<file path="src/rtl/tag_dir_pkg.sv">
package tag_dir_pkg;
  typedef enum logic [1:0] {
    ST_I = 2'b00,
    ST_S = 2'b01,
    ST_E = 2'b10,
    ST_M = 2'b11
  } line_state_e;
endpackage

</file>
<file path="src/rtl/tag_dir_lookup.sv">
module tag_dir_lookup #(
  parameter int TAG_W = 20
) (
  input  logic                       clk_i,
  input  logic                       rst_ni,
  input  logic [TAG_W-1:0]           tag_i,
  input  logic [1:0][TAG_W-1:0]      way_tag_i,
  input  logic [1:0][1:0]            way_st_i,
  output logic                       hit_o,
  output logic                       way_o
);
  import tag_dir_pkg::*;

  logic [1:0] hit_vec;

  for (genvar w = 0; w < 2; w++) begin : g_cmp
    assign hit_vec[w] = (way_st_i[w] != ST_I) && (way_tag_i[w] == tag_i);
  end

  assign hit_o = |hit_vec;
  assign way_o = hit_vec[1];

  // fill reuse keeps a tag in one way only
  assert_no_dup_tag_R7: assert property (@(posedge clk_i) disable iff (!rst_ni)
    $onehot0(hit_vec));
endmodule

</file>
<file path="src/rtl/tag_dir_victim.sv">
module tag_dir_victim #(
  parameter int TAG_W = 20
) (
  input  logic                       clk_i,
  input  logic                       rst_ni,
  input  logic [1:0][TAG_W-1:0]      way_tag_i,
  input  logic [1:0][1:0]            way_st_i,
  input  logic                       lru_i,
  input  logic                       hit_i,
  input  logic                       hit_way_i,
  output logic                       way_o,
  output logic                       wb_o,
  output logic [TAG_W-1:0]           vtag_o
);
  import tag_dir_pkg::*;

  logic [1:0] free_vec;

  for (genvar w = 0; w < 2; w++) begin : g_free
    assign free_vec[w] = (way_st_i[w] == ST_I);
  end

  always_comb begin
    if (hit_i)            way_o = hit_way_i;
    else if (free_vec[0]) way_o = 1'b0;
    else if (free_vec[1]) way_o = 1'b1;
    else                  way_o = lru_i;
  end

  assign wb_o   = !hit_i && (way_st_i[way_o] == ST_M);
  assign vtag_o = way_tag_i[way_o];

  assert_wb_full_set_R6: assert property (@(posedge clk_i) disable iff (!rst_ni)
    wb_o |-> (way_st_i[0] != ST_I && way_st_i[1] != ST_I));

  assert_free_way_first_R4: assert property (@(posedge clk_i) disable iff (!rst_ni)
    (!hit_i && (|free_vec)) |-> (way_st_i[way_o] == ST_I));
endmodule

</file>
<file path="src/rtl/tag_dir.sv">
module tag_dir #(
  parameter int ADDR_W = 32,
  parameter int OFF_W  = 8,
  parameter int SET_W  = 4
) (
  input  logic                         clk_i,
  input  logic                         rst_ni,
  input  logic                         lk_valid_i,
  input  logic [ADDR_W-1:0]            lk_addr_i,
  output logic                         lk_hit_o,
  output logic                         lk_way_o,
  output logic [1:0]                   lk_state_o,
  input  logic                         fill_valid_i,
  input  logic [ADDR_W-1:0]            fill_addr_i,
  input  logic [1:0]                   fill_state_i,
  output logic                         fill_way_o,
  output logic                         fill_wb_o,
  output logic [ADDR_W-OFF_W-SET_W-1:0] fill_victim_tag_o,
  input  logic                         upd_valid_i,
  input  logic [SET_W-1:0]             upd_set_i,
  input  logic                         upd_way_i,
  input  logic [1:0]                   upd_state_i
);
  import tag_dir_pkg::*;

  localparam int TAG_W = ADDR_W - OFF_W - SET_W;
  localparam int SETS  = 1 << SET_W;
  localparam int WAYS  = 2;

  logic [TAG_W-1:0] tag_q [SETS][WAYS];
  line_state_e      st_q  [SETS][WAYS];
  logic             lru_q [SETS];

  logic [SET_W-1:0] lk_set, fill_set;
  logic [TAG_W-1:0] lk_tag, fill_tag;

  assign lk_set   = lk_addr_i[OFF_W +: SET_W];
  assign lk_tag   = lk_addr_i[ADDR_W-1 -: TAG_W];
  assign fill_set = fill_addr_i[OFF_W +: SET_W];
  assign fill_tag = fill_addr_i[ADDR_W-1 -: TAG_W];

  logic [1:0][TAG_W-1:0] lk_way_tag, fill_way_tag;
  logic [1:0][1:0]       lk_way_st,  fill_way_st;

  for (genvar w = 0; w < WAYS; w++) begin : g_rd
    assign lk_way_tag[w]   = tag_q[lk_set][w];
    assign lk_way_st[w]    = st_q[lk_set][w];
    assign fill_way_tag[w] = tag_q[fill_set][w];
    assign fill_way_st[w]  = st_q[fill_set][w];
  end

  logic fill_hit, fill_hit_way;

  tag_dir_lookup #(.TAG_W(TAG_W)) u_lk_cmp (
    .clk_i     (clk_i),
    .rst_ni    (rst_ni),
    .tag_i     (lk_tag),
    .way_tag_i (lk_way_tag),
    .way_st_i  (lk_way_st),
    .hit_o     (lk_hit_o),
    .way_o     (lk_way_o)
  );

  tag_dir_lookup #(.TAG_W(TAG_W)) u_fill_cmp (
    .clk_i     (clk_i),
    .rst_ni    (rst_ni),
    .tag_i     (fill_tag),
    .way_tag_i (fill_way_tag),
    .way_st_i  (fill_way_st),
    .hit_o     (fill_hit),
    .way_o     (fill_hit_way)
  );

  tag_dir_victim #(.TAG_W(TAG_W)) u_victim (
    .clk_i     (clk_i),
    .rst_ni    (rst_ni),
    .way_tag_i (fill_way_tag),
    .way_st_i  (fill_way_st),
    .lru_i     (lru_q[fill_set]),
    .hit_i     (fill_hit),
    .hit_way_i (fill_hit_way),
    .way_o     (fill_way_o),
    .wb_o      (fill_wb_o),
    .vtag_o    (fill_victim_tag_o)
  );

  assign lk_state_o = lk_hit_o ? lk_way_st[lk_way_o] : ST_I;

  logic upd_blocked;
  assign upd_blocked = fill_valid_i && (upd_set_i == fill_set) && (upd_way_i == fill_way_o);

  always_ff @(posedge clk_i or negedge rst_ni) begin
    if (!rst_ni) begin
      for (int s = 0; s < SETS; s++) begin
        lru_q[s] <= 1'b0;
        for (int w = 0; w < WAYS; w++) begin
          tag_q[s][w] <= '0;
          st_q[s][w]  <= ST_I;
        end
      end
    end else begin
      if (upd_valid_i && !upd_blocked)
        st_q[upd_set_i][upd_way_i] <= line_state_e'(upd_state_i);
      if (lk_valid_i && lk_hit_o)
        lru_q[lk_set] <= ~lk_way_o;
      // fill last: its recency value wins on a shared set
      if (fill_valid_i) begin
        tag_q[fill_set][fill_way_o] <= fill_tag;
        st_q[fill_set][fill_way_o]  <= line_state_e'(fill_state_i);
        lru_q[fill_set]             <= ~fill_way_o;
      end
    end
  end

  assert_fill_commit_R10: assert property (@(posedge clk_i) disable iff (!rst_ni)
    ($past(rst_ni) && $past(fill_valid_i)) |->
      (tag_q[$past(fill_set)][$past(fill_way_o)] == $past(fill_tag) &&
       st_q[$past(fill_set)][$past(fill_way_o)] == $past(fill_state_i)));

  assert_fill_lru_R5: assert property (@(posedge clk_i) disable iff (!rst_ni)
    ($past(rst_ni) && $past(fill_valid_i)) |->
      (lru_q[$past(fill_set)] == !$past(fill_way_o)));

  assert_upd_write_R8: assert property (@(posedge clk_i) disable iff (!rst_ni)
    ($past(rst_ni) && $past(upd_valid_i) && !$past(upd_blocked)) |->
      (st_q[$past(upd_set_i)][$past(upd_way_i)] == $past(upd_state_i)));
endmodule

</file>
<file path="config.mk">
export PLATFORM = sky130hd
export DESIGN_NAME = tag_dir
export DESIGN_NICKNAME = d
export VERILOG_FILES = /design/src/rtl/tag_dir_pkg.sv /design/src/rtl/tag_dir_lookup.sv /design/src/rtl/tag_dir_victim.sv /design/src/rtl/tag_dir.sv
export SDC_FILE = /design/constraint.sdc
export NUM_CORES = 1
export LEC_CHECK = 0
export ABC_CLOCK_PERIOD_IN_PS = 7700
export BUFFER_PORTS_ARGS = -buffer_cell sky130_fd_sc_hd__clkbuf_2
export CAP_MARGIN = 20
export CORE_MARGIN = 10
export CORE_UTILIZATION = 65
export CTS_CLUSTER_SIZE = 16
export DETAILED_ROUTE_END_ITERATION = 7
export PLACE_DENSITY = 0.88
export SYNTH_ARGS = -nofsm -noshare
export SYNTH_HDL_FRONTEND = slang
export SYNTH_SLANG_ARGS = --single-unit
</file>
<file path="constraint.sdc">
create_clock -name clk_i -period 7.7 [get_ports clk_i]
set_clock_uncertainty 0.1 [all_clocks]
set_input_delay 0 -clock clk_i [delete_from_list [all_inputs] [get_ports clk_i]]
set_output_delay 0 -clock clk_i [all_outputs]
set_load 0.05 [all_outputs]
</file>
==> flow_summary.ini, run 1 <==
[status]
status = complete, but fails checks
violations = design-rule violations, negative hold slack

[logic_synthesis]
synthTopCellsByCount = dfrtp_1 (720), mux4_2 (344), mux2_2 (335)
synth_area_leader_cell = dfrtp_1
yosysMostFrequentCell = dfrtp_1
synth.area.mux_share_pct = 38.4
synth_top_area_share_pct = 41.9
synth_ff_type = dfrtp_1
synth-compound-area-share_pct = 8.16
synth.distinct_cells = 82
synth-adder-area-share_pct = 0
synth_area_per_cell_um2 = 13.3
synth.area.top_cells = dfrtp_1 (42%), mux4_2 (18%), mux2_2 (8.8%), mux2_1 (8.4%), mux2i_1 (3.2%)
ys_warn_count = 0
ys_seq_elements = 720
async_reset_ff_share_pct = 100
syn_inst = 3226
yosys.area_share.simple_pct = 5.02
synth_seq_area_share_pct = 41.9
yosys.area_share.xor_xnor_pct = 1.79
synth_fp_nets = 3304
synth_top_family_by_area = multiplexers
synth_edf_count = 0
syn_area_um2 = 43000

[placed_design]
dp_hpwl_mm = 89.9
port_buffers = 87
gp_congestion = 1.02
post-place-cells = 3914
post-place-ws_ns = 1.78

[timing]
finalMaxSlewViolations = 0
period_needed_ns = 6.14
whs_ns = -0.0299
setup_viol = 0
fin_crit_sh_pct = 79.8
setup_ws_ns = 1.56
worstMarginPinSlew_ns = 1.14
grt_setup_unrepaired = no
hold_viol_final = 25
fin_setup_tns_ns = 0
slew_headroom_pct = 24.0
max_freq_mhz = 163

[power_and_ir_drop]
power.leakage_nw = 19.9
peakVddDrop_v = 0.000453
p_total_mw = 18.0
p_per_area_nw_per_um2 = 389

[grt]
antenna_found_initial = 3
grt_max_degree = 189
track_usage_pct = 36.4
grt_pass1_vias = 32904
grt.overflow.total = 0
grt_pass1_wl_mm = 212

[worst_setup_path]
path_class = input port to output port
reg2reg_slack_ns = 1.72
worst_setup_path_end_kind = output port
critPathMaxFanout = 77
crit_start = fill_addr_i[11]
timing.rr.start = tag_q[24]$_DFFE_PN0P_
worstPathRequired_ns = 7.60
worst_ep_arrival_time_ns = 6.04
rr_endpoint = st_q[37]$_DFF_PN0_
start_kind = input port
r2r.worst_path.cells = 11
endpoint = fill_victim_tag_o[13]

[die]
rows = 94
die_x_um = 277
coreArea_um2 = 65700
initial_core_util_pct = 65.4
pin_count = 104
die-area_um2 = 76900
die_height_um = 277

[clock_network]
cts_buffer_depth = 3
path_clk_slew_ns = 0.06
h-tree-depth = 3
cts_root_buf = clkbuf_16
numClockSinks = 720
cts_inserted_buffers = 76
insertion_delay_ns = 0.66
post_cts_buffers = 0
cts_tree = built
cts-resized-gates = 0

[route]
routed_wl_mm = 143
routedWlPerCell_um = 35.1
first_pass_iters = 8
viasPerCell = 7.97
postRouteAntennaNets = 0
via_count = 32471
drt_iter0_markers = 5244
drc_errors = 4

[finish]
syn_to_final_growth_pct = 7.74
n_fill_cell = 4107
final_cells = 4076
drive_above_1_share_pct = 32.8
nets = 3227

[run]
drv_cap = 0

[worst_hold_path]
hp-class = input port to asynchronous set/reset pin
kinds of logic after synthesis:
kind of cell / Yosys count
flops: 720
compound gates: 488
mux: 1138
simple gates: 405
xor+xnor: 88
buf+inv: 387
final cells by class:
cell class | count | area, um^2 | share of cell area [%]
Timing Repair Buffer | 181 | 1350 | 2.91
Clock buffer | 105 | 2210 | 4.78
Tap cell | 864 | 1080 | 2.33
Inverter | 51 | 196 | 0.424
Antenna cell | 3 | 7.51 | 0.0162
Clock inverter | 33 | 462 | 0.996
Multi-Input combinational cell | 2119 | 23000 | 49.7
Sequential cell | 720 | 18000 | 38.9
routing by layer:
metal | GRT usage, % | vias up | share of wire [%]
li1 | - | 12288 | -
met1 | 43.9 | 16345 | 34
met2 | 52.7 | 2976 | 44
met3 | 15.8 | 858 | 15
met4 | 24.1 | 4 | 7.9
met5 | 0 | - | 0.014
power breakdown:
| group | leakage [nW] | switching, mW | internal (mW) |
|---|---|---|---|
| clock | 1.31 | 1.64 | 2.30 |
| combinational | 9.49 | 3.49 | 3.43 |
| sequential | 9.15 | 1.56 | 5.61 |
flip-flops by register name, summed over array words and instances, names as in the netlist:
name and count:
tag_q 640, st_q 64, lru_q 16
per-stage QoR:
step	cell area, um^2	util, %
floorplan	43000	-
global placement	43400	66.1
detailed placement	43400	66.1
CTS	46300	70.4
global route	46300	70.5
finish	46400	70.5
placed cells by master (no fill, tap or decap), types with 18 or more instances in the layout:
cell	n
clkbuf_16	78
nand2b_1	18
xnor2_1	68
o22ai_1	48
and3_1	26
nand2_1	144
nor2_1	68
dlygate4sd3_1	19
mux2i_1	139
o21ai_0	125
a31o_2	30
o31a_1	35
buf_4	71
mux2_1	320
o32ai_1	32
mux4_2	344
dfrtp_1	720
xor2_1	20
a22oi_1	37
clkbuf_2	78
nand4_1	22
nand3_1	21
a221oi_1	21
mux2_2	335
inv_1	46
a2bb2oi_1	50
a21oi_1	21
worst min path at each step:
stage                                        end  slack [ns]  depth (start not counted)
after floorplan               lru_q[0]$_DFF_PN0_       -0.40                          0
after detailed placement  tag_q[514]$_DFFE_PN0P_        0.09                          1
final                     tag_q[514]$_DFFE_PN0P_       -0.03                          2
after global routing          st_q[52]$_DFF_PN0_        0.05                          4
after global placement    tag_q[514]$_DFFE_PN0P_        0.07                          1
after CTS                     st_q[56]$_DFF_PN0_       0.009                          4
worst max-delay path, stage by stage:
cell and delay, ns:
buf_8 0.47, buf_4 0.64, mux4_2 0.41, o21ai_0 0.53, xnor2_1 0.18, or4_1 0.51
a222oi_1 0.85, a21oi_2 0.53, nor2_8 0.26, inv_6 0.18, buf_4 0.29, o21ai_0 0.70
clkbuf_2 0.41
repair_timing:
item / CTS / global route
endpoints found under the hold margin: 273 / 0
hold buffers: 19 / 0
endpoints found under the setup margin: 0 / 0
Power figures use the tool's default switching activity.
==> run 2: changes to the inputs <==
--- a/config.mk
+++ b/config.mk
@@ -5,14 +5,14 @@
 export SDC_FILE = /design/constraint.sdc
 export NUM_CORES = 1
 export LEC_CHECK = 0
-export ABC_CLOCK_PERIOD_IN_PS = 7700
+export ABC_CLOCK_PERIOD_IN_PS = 5750
 export BUFFER_PORTS_ARGS = -buffer_cell sky130_fd_sc_hd__clkbuf_2
 export CAP_MARGIN = 20
 export CORE_MARGIN = 10
-export CORE_UTILIZATION = 65
+export CORE_UTILIZATION = 64
 export CTS_CLUSTER_SIZE = 16
 export DETAILED_ROUTE_END_ITERATION = 7
-export PLACE_DENSITY = 0.88
+export PLACE_DENSITY = 0.87
 export SYNTH_ARGS = -nofsm -noshare
 export SYNTH_HDL_FRONTEND = slang
 export SYNTH_SLANG_ARGS = --single-unit
==> constraint.sdc (replaced) <==
create_clock -name clk_i -period 5.75 [get_ports clk_i]
set_clock_uncertainty 0.1 [all_clocks]
set_input_delay 0 -clock clk_i [delete_from_list [all_inputs] [get_ports clk_i]]
set_output_delay 0 -clock clk_i [all_outputs]
set_load 0.05 [all_outputs]
==> run 2 against run 1 <==
The run ends with negative hold slack left. Register-to-register slack worse by 0.90 ns. Count of clock-buffer cells in the layout decreased by 3. Sequential share of layout area is 0.54 points lower. Die area rose by 1.4%. First-iteration DRC count fell by 13%. Combinational power up 35%. Final cell count rose by 0.91%.
==> flow_summary.ini, run 2 (synthesis results as in run 1) <==
[route]
routedWlPerCell_um = 35.1
routed_wl_mm = 145
drc_errors = 0
via_count = 32144
first_pass_iters = 8
postRouteAntennaNets = 0
viasPerCell = 7.82
drt_iter0_markers = 4560

[die]
die_x_um = 279
die_height_um = 279
rows = 94
initial_core_util_pct = 65.0
coreArea_um2 = 66200
pin_count = 104
die-area_um2 = 78000

[timing]
whs_ns = -0.0215
setup_viol = 0
worstMarginPinSlew_ns = 1.06
slew_headroom_pct = 29.0
fin_crit_sh_pct = 92.5
fin_setup_tns_ns = 0
grt_setup_unrepaired = no
period_needed_ns = 5.32
hold_viol_final = 12
max_freq_mhz = 188
finalMaxSlewViolations = 0

[finish]
top_register = tag_q
syn_to_final_growth_pct = 9.25
final_common_cell = dfrtp_1
largestRegisters = tag_q: 640 flops, st_q: 64 flops, lru_q: 16 flops
final_cells = 4113
drive_above_1_share_pct = 33.2
largest_reg_flops = 640
layout_common_cells = dfrtp_1 (720), mux4_2 (344), mux2_2 (335)
nets = 3264

[clock_network]
path_clk_slew_ns = 0.07
cts_root_buf = clkbuf_16
insertion_delay_ns = 0.67
cts-resized-gates = 0
cts_inserted_buffers = 77
cts_hold_buf = 25
numClockSinks = 720
post_cts_buffers = 0
h-tree-depth = 3
cts_buffer_depth = 3
cts_tree = built

[worst_setup_path]
slowest_delay_ns = 0.59
path_class = register to output port
critPathMaxFanout = 53
cp_common_cell = o21ai_0
reg2reg_slack_ns = 0.82
worstPathRequired_ns = 5.65
worst_ep_arrival_time_ns = 5.22
worst_setup_path_end_kind = output port
critical-path-slowest-cell = a222oi_1
start_kind = register
path_cells = mux4_2, mux2i_1, xnor2_1, o21ai_0, or4_1, a222oi_1, a21oi_2, nor2_8, buf_4, o211ai_1, o21ai_0, clkbuf_2

[worst_hold_path]
hp-class = input port to asynchronous set/reset pin

[placed_design]
port_buffers = 87
post-place-cells = 3945
dp_hpwl_mm = 91.5
gp_congestion = 1.00

[status]
violations = negative hold slack
status = complete, but fails checks

[grt]
grt_pass1_vias = 33092
grt_max_degree = 193
antenna_found_initial = 6
grt_pass1_wl_mm = 215
grt.overflow.total = 0
track_usage_pct = 36.9

[power_and_ir_drop]
peakVddDrop_v = 0.000685
p_per_area_nw_per_um2 = 515
p_total_mw = 24.2
power.leakage_nw = 20.2

[run]
drv_cap = 0
==> run 2: metal layers <==
layer	share of wire [%]	track usage, %	vias up
met2	44	54.1	2714
met5	0.047	0.563	-
met3	14	13.2	707
met4	7.5	24.0	6
met1	35	45.9	16371
li1	-	-	12346
==> run 2: power by group <==
group | switching (mW) | internal, mW | leakage (nW)
Sequential | 2.08 | 7.52 | 9.15
Combinational | 4.60 | 4.76 | 9.81
Clock | 2.21 | 3.03 | 1.29
==> run 2: layout make-up <==
class                      count  area (um^2)
multi-input combinational   2119        23000
fill                        4216        19200
sequential                   720        18000
clock buffer                 102         2120
timing repair buffer         217         2040
tap                          864         1080
clock inverter                38          517
inverter                      51          196
antenna                        2         5.00
==> run 2: critical path, delay by kind of cell, from the launching register on <==
| kind | cells | cell delay [ns] |
|---|---|---|
| AO/OA/AOI/OAI | 5 | 1.47 |
| AND/OR/NAND/NOR | 2 | 0.72 |
| flip-flops | 1 | 0.39 |
| buffers and inverters | 2 | 0.95 |
| XOR/XNOR | 1 | 0.21 |
| multiplexers | 2 | 0.78 |
==> run 2: metrics by stage <==
step	area [um^2]	worst slack [ns]	hold WS (ns)	utilization (%)
CTS	47000	0.630	0.00694	70.9
floorplan	43000	1.56	-0.396	-
finish	47000	0.430	-0.0215	71.0
global route	47000	0.301	0.0449	71.0
global placement	44100	0.696	-0.0264	66.5
detailed placement	44100	0.657	-0.0255	66.5
==> run 2: final timing paths <==
| path | from | end | cells after the start |
|---|---|---|---|
| worst max-delay path | tag_q[233]$_DFFE_PN0P_ | fill_victim_tag_o[0] | 12 |
| worst min-delay path | rst_ni | tag_q[594]$_DFFE_PN0P_ | 3 |
| worst max register to register | tag_q[233]$_DFFE_PN0P_ | lru_q[7]$_DFF_PN0_ | 13 |
| worst min register to register | tag_q[197]$_DFFE_PN0P_ | tag_q[197]$_DFFE_PN0P_ | 1 |
| max in group asynchronous | rst_ni | tag_q[83]$_DFFE_PN0P_ | 3 |
| min in group clk_i | upd_valid_i | st_q[46]$_DFF_PN0_ | 5 |
